### config.mk
export PLATFORM = sky130hd
export DESIGN_NAME = flagoffset_loader
export DESIGN_NICKNAME = d
export VERILOG_FILES = /design/src/rtl/offprog_pkg.sv /design/src/rtl/offprog_ctrl.sv /design/src/rtl/offprog_dp.sv /design/src/rtl/flagoffset_loader.sv
export SDC_FILE = /design/constraint.sdc
export NUM_CORES = 1
export LEC_CHECK = 0
export BUFFER_PORTS_ARGS = -buffer_cell sky130_fd_sc_hd__buf_2
export CORE_ASPECT_RATIO = 1.5
export CORE_MARGIN = 4
export CORE_UTILIZATION = 40
export CTS_CLUSTER_SIZE = 40
export DETAILED_ROUTE_END_ITERATION = 8
export PLACE_DENSITY = 0.76
export SYNTH_ARGS = -nofsm -noshare
export SYNTH_HDL_FRONTEND = slang
export SYNTH_HIERARCHICAL = 1
export SYNTH_SLANG_ARGS = --single-unit
### constraint.sdc
create_clock -name clk -period 2.2 [get_ports clk]
set_clock_uncertainty 0.1 [all_clocks]
set_input_delay 0.11 -clock clk [delete_from_list [all_inputs] [get_ports clk]]
set_output_delay 0.11 -clock clk [all_outputs]
set_load 0.01 [all_outputs]
### src/rtl/offprog_pkg.sv
package offprog_pkg;
  typedef enum logic [1:0] {M_PRESET, M_PARALLEL, M_SERIAL} method_e;

  typedef struct packed {
    logic clear;
    logic loadPreset;
    logic loadX;
    logic loadY;
    logic shift;
  } strobe_t;
endpackage

### src/rtl/offprog_ctrl.sv
module offprog_ctrl
  import offprog_pkg::*;
#(
  parameter int OFF_W = 9
) (
  input  logic       clk,
  input  logic       rstN,
  input  logic [1:0] selCode,
  input  logic       serialMode,
  input  logic       serEnN,
  input  logic       wrStb,
  output strobe_t    stb,
  output logic       progDone
);
  localparam int TOTAL_BITS = 2 * OFF_W;
  localparam int CNT_W = $clog2(TOTAL_BITS + 1);

  method_e          method;
  logic [CNT_W-1:0] stepCnt;
  logic             lastStep;

  always_comb begin
    stb = '0;
    if (!rstN) begin
      stb.clear      = (selCode == 2'b11);
      stb.loadPreset = (selCode != 2'b11);
    end else if (!progDone) begin
      case (method)
        M_PARALLEL: begin
          stb.loadX = wrStb && (stepCnt == '0);
          stb.loadY = wrStb && (stepCnt == CNT_W'(1));
        end
        M_SERIAL: stb.shift = !serEnN;
        default: ;
      endcase
    end
  end

  assign lastStep = stb.loadY || (stb.shift && (stepCnt == CNT_W'(TOTAL_BITS - 1)));

  always_ff @(posedge clk) begin
    if (!rstN) begin
      if (selCode != 2'b11) method <= M_PRESET;
      else                  method <= serialMode ? M_SERIAL : M_PARALLEL;
      stepCnt  <= '0;
      progDone <= (selCode != 2'b11);
    end else begin
      if (stb.loadX || stb.loadY || stb.shift) stepCnt <= stepCnt + 1'b1;
      if (lastStep) progDone <= 1'b1;
    end
  end

  AST_DONE_STICKY: assert property (@(posedge clk) disable iff (!rstN)
    progDone |=> progDone);

  AST_ONE_ACTION: assert property (@(posedge clk) disable iff (!rstN)
    $onehot0({stb.loadX, stb.loadY, stb.shift}));

  AST_SERIAL_COUNT: assert property (@(posedge clk) disable iff (!rstN)
    (method == M_SERIAL && $rose(progDone)) |-> ($past(stepCnt) == CNT_W'(TOTAL_BITS - 1)));

  AST_NO_LOAD_AFTER_DONE: assert property (@(posedge clk) disable iff (!rstN)
    progDone |-> !(stb.loadX || stb.loadY || stb.shift));
endmodule

### src/rtl/offprog_dp.sv
module offprog_dp
  import offprog_pkg::*;
#(
  parameter int OFF_W  = 9,
  parameter int DATA_W = 36
) (
  input  logic              clk,
  input  logic              rstN,
  input  strobe_t           stb,
  input  logic [1:0]        selCode,
  input  logic [DATA_W-1:0] wrData,
  input  logic              serData,
  output logic [OFF_W-1:0]  offAe,
  output logic [OFF_W-1:0]  offAf
);
  logic [OFF_W-1:0] presetVal;

  always_comb begin
    case (selCode)
      2'b00:   presetVal = OFF_W'(64);
      2'b01:   presetVal = OFF_W'(16);
      2'b10:   presetVal = OFF_W'(8);
      default: presetVal = '0;
    endcase
  end

  always_ff @(posedge clk) begin
    if (stb.clear) begin
      offAe <= '0;
      offAf <= '0;
    end else if (stb.loadPreset) begin
      offAe <= presetVal;
      offAf <= presetVal;
    end else if (stb.loadX) begin
      offAe <= wrData[OFF_W-1:0];
    end else if (stb.loadY) begin
      offAf <= wrData[OFF_W-1:0];
    end else if (stb.shift) begin
      {offAf, offAe} <= {offAf[OFF_W-2:0], offAe, serData};
    end
  end

  AST_HOLD_IDLE: assert property (@(posedge clk) disable iff (!rstN)
    (stb == '0) |=> $stable({offAf, offAe}));

  AST_SHIFT_ENTRY: assert property (@(posedge clk) disable iff (!rstN)
    stb.shift |=> (offAe[0] == $past(serData)));
endmodule

### src/rtl/flagoffset_loader.sv
module flagoffset_loader
  import offprog_pkg::*;
#(
  parameter int OFF_W  = 9,
  parameter int DATA_W = 36
) (
  input  logic              clk,
  input  logic              rstN,
  input  logic [1:0]        selCode,
  input  logic              serialMode,
  input  logic              serEnN,
  input  logic              serData,
  input  logic              wrStb,
  input  logic [DATA_W-1:0] wrData,
  output logic [OFF_W-1:0]  offAe,
  output logic [OFF_W-1:0]  offAf,
  output logic              progDone
);
  strobe_t stb;

  offprog_ctrl #(.OFF_W(OFF_W)) u_ctrl (
    .clk(clk), .rstN(rstN), .selCode(selCode), .serialMode(serialMode),
    .serEnN(serEnN), .wrStb(wrStb), .stb(stb), .progDone(progDone)
  );

  offprog_dp #(.OFF_W(OFF_W), .DATA_W(DATA_W)) u_dp (
    .clk(clk), .rstN(rstN), .stb(stb), .selCode(selCode), .wrData(wrData),
    .serData(serData), .offAe(offAe), .offAf(offAf)
  );
endmodule

==> results.yml <==
worst_setup_path:
  path_buf_inv: 1
  critPathKind: "register to register"
  slowest_delay_ns: 0.44
  crit_top_cell: "nor2_1"
  required_ns: 2.28
  crit_chain: "nand4bb_4 -> nor4_4 -> and2_4 -> nor2_1 -> nor2_2 -> buf_4 -> nor2_1 -> a211oi_1"
  crit_family: "simple AND/OR/NAND/NOR gates"
  crit_slowest_cell: "edfxtp_1"
  cp-start-kind: "register"
  arrival_ns: 2.18
  crit_fanout: 6
  cp-end-kind: "register"
  crit_path_start: "u_ctrl/method[1]"
  r2r_start: "u_ctrl/method[1]"
power_and_ir_drop:
  power_frac_seq_pct: 55.7
  p_sw_mw: 0.2429
  p_clk_share_pct: 28.8
  pwr_density_cell_nw_per_um2: 526.3
  vdd_drop_max_mv: 0.4864
  power.leakage_nw: 0.7320
  p_int_mw: 0.6968
  p_sw_share_pct: 25.85
  p_comb_share_pct: 15.5
routing:
  wl_met2_um: 1883
  top_layer: "met4"
  viasPerCell: 5.388
  wl_um: 3475
  firstDrtPassIters: 5
  met3_wirelength_um: 166
  vias: 1304
  drc_errors: 0
  wire_per_inst_um: 14.36
  dr.first_iter.drc_count: 31
  drt-met1-wl_um: 1378
  detail-route-antenna-nets: 0
grt:
  grt_max_degree: 15
  grt_remaining_overflow: 0
  grt_pass1_vias: 1287
  grt_pass1_wl_um: 5782
  grt.total_usage_pct: 15.66
  antenna_found_initial: 0
clock_network:
  clk_pin_slew_ns: 0.09
  clock_tree.root_cell: "clkbuf_8"
  clock_sinks: 26
  numCtsBuffers: 3
  clockBufferDepth: 2
  cts_tree: "yes"
  htree_levels: 1
  insertion_delay_ns: 0.27
synth:
  yosys.cell_types.count: 45
  synth_top_family_by_area: "simple AND/OR/NAND/NOR gates"
  synth_top_area_share_pct: 31.70
  seq_area_frac_synth_pct: 37.90
  async_reset_ff_share_pct: 0
  yosys_warnings: 6
  synth_compound_area_share_pct: 15.33
  synthMuxAreaShare_pct: 12.14
  synthSimpleGateAreaFrac_pct: 24.72
  synthAdderAreaFrac_pct: 2.584
  yosysTopAreaCell: "dfxtp_1"
  synth_edf_count: 3
  ys_ff_latch: 26
  syn-num-nets: 206
  synth_cells: 159
  synth_area_leaders: "dfxtp_1, mux2i_1, edfxtp_1"
  synth.cell_area_um2: 1453
  postSynthAreaPerCell_um2: 9.136
  ys.flop_type: "dfxtp_1"
  synth-xor-area-share_pct: 0.6029
floorplanning:
  io_pins: 63
  die_area_um2: 4680
  die_h_um: 81.81
  coreArea_um2: 3448
  fp.dieW_um: 57.21
  start_util_pct: 42.13
  rows: 26
finish:
  fin_util_pct: 51.78
  syn2layout_area_growth_pct: 22.91
  final_common_cell: "buf_2"
  n_antenna_cell: 0
  layout_common_cells: "buf_2, nor2_1, dfxtp_1"
  finish.net_count: 248
  drive_above_1_share_pct: 33.50
placed_design:
  numPortBuffers: 35
  dp_hpwl_um: 2642
  globalplace.congestion: 0.7978
sta:
  slew_violations: 0
  tns_ns: 0
  worst_pin_slew_ns: 0.3450
  period_share_pct: 95.86
  holdWs_ns: 0.005427
  max_freq_ghz: 0.4742
  layout_min_cycle_time_ns: 2.109
  hold_viol: 0
  setup_viol: 0
  slew_headroom_pct: 76.95
job:
  drv_cap: 0
worst_hold_path:
  min_from: "wrData[7]"
  min_path_type: "input port to register"
outcome:
  status: "completed"
==> flip-flops by register name, indices dropped and copies added, names as in the netlist <==
| name | flops |
|---|---|
| u_dp/offAe | 9 |
| u_dp/offAf | 9 |
| u_ctrl/stepCnt | 5 |
| u_ctrl/method | 2 |
| u_ctrl/progDone | 1 |
==> per-layer routing <==
layer	vias to the layer above	global-route usage (%)
met5	-	0
met4	0	5.800
met3	6	2.358
met1	615	17.88
met2	37	29.06
li1	646	-
==> cell type report <==
class | instances | area (µm²)
fill | 363 | 1663
tap | 42 | 52.55
clock inverter | 1 | 3.754
timing repair buffer | 47 | 270.3
sequential | 26 | 550.5
inverter | 6 | 22.52
multi-input combinational | 117 | 844.6
clock buffer | 3 | 41.29
==> worst paths after layout <==
| kind | to | slack [ns] | depth (start not counted) |
|---|---|---|---|
| worst max-delay path | u_dp/offAf[1] | 0.09 | 8 |
| worst min-delay path | u_dp/offAe[7] | 0.005 | 3 |
| worst max register to register | u_dp/offAf[1] | 0.09 | 8 |
| worst min register to register | u_dp/offAe[4] | 0.40 | 2 |
==> tightest hold or removal path, cell delays in order <==
cell	delay [ns]
buf_2	0.09
mux2i_1	0.06
nor2_1	0.08
==> repair_timing <==
action                                  in CTS  in global routing
endpoints found under the setup margin       0                 18
hold endpoints to repair                     2                  0
setup buffers                                0                  0
resized for setup                            0                  7
hold buffers                                 2                  0
==> cells in the mapped netlist, drive strengths merged (4+ instances only) <==
| library cell | n |
|---|---|
| nor2 | 24 |
| dfxtp | 23 |
| mux2i | 12 |
| a21oi | 10 |
| nand2 | 9 |
| buf | 8 |
| a211oi | 7 |
| nor2b | 7 |
| inv | 6 |
| mux2 | 5 |
| nor3 | 4 |
| o21ai | 4 |
==> kinds of logic after synthesis <==
| family | after synthesis |
|---|---|
| flops | 26 |
| mux | 17 |
| simple gates | 64 |
| compound gates | 32 |
| fa+ha+maj | 3 |
| buf+inv | 16 |
| xor+xnor | 1 |
==> stage by stage <==
step	power [mW]	setup WS (ns)	cells	instance area, µm²
after floorplan	0.6156	0.1556	159	1453
after global placement	0.6692	0.07586	236	1680
after detailed placement	0.6728	0.05210	236	1680
after CTS	0.9457	0.01039	242	1745
after global routing	0.9849	-0.01880	242	1785
final	0.9398	0.09104	242	1785
==> power by group through the flow <==
stage / logic [mW] / clock network (mW) / registers, mW
6_report: 0.146 / 0.270 / 0.524
5_1_grt: 0.160 / 0.297 / 0.527
2_1_floorplan: 0.0767 / 0 / 0.539
3_3_place_gp: 0.136 / 0 / 0.533
3_5_place_dp: 0.139 / 0 / 0.534
4_1_cts: 0.143 / 0.280 / 0.523
Power figures use the tool's default switching activity.
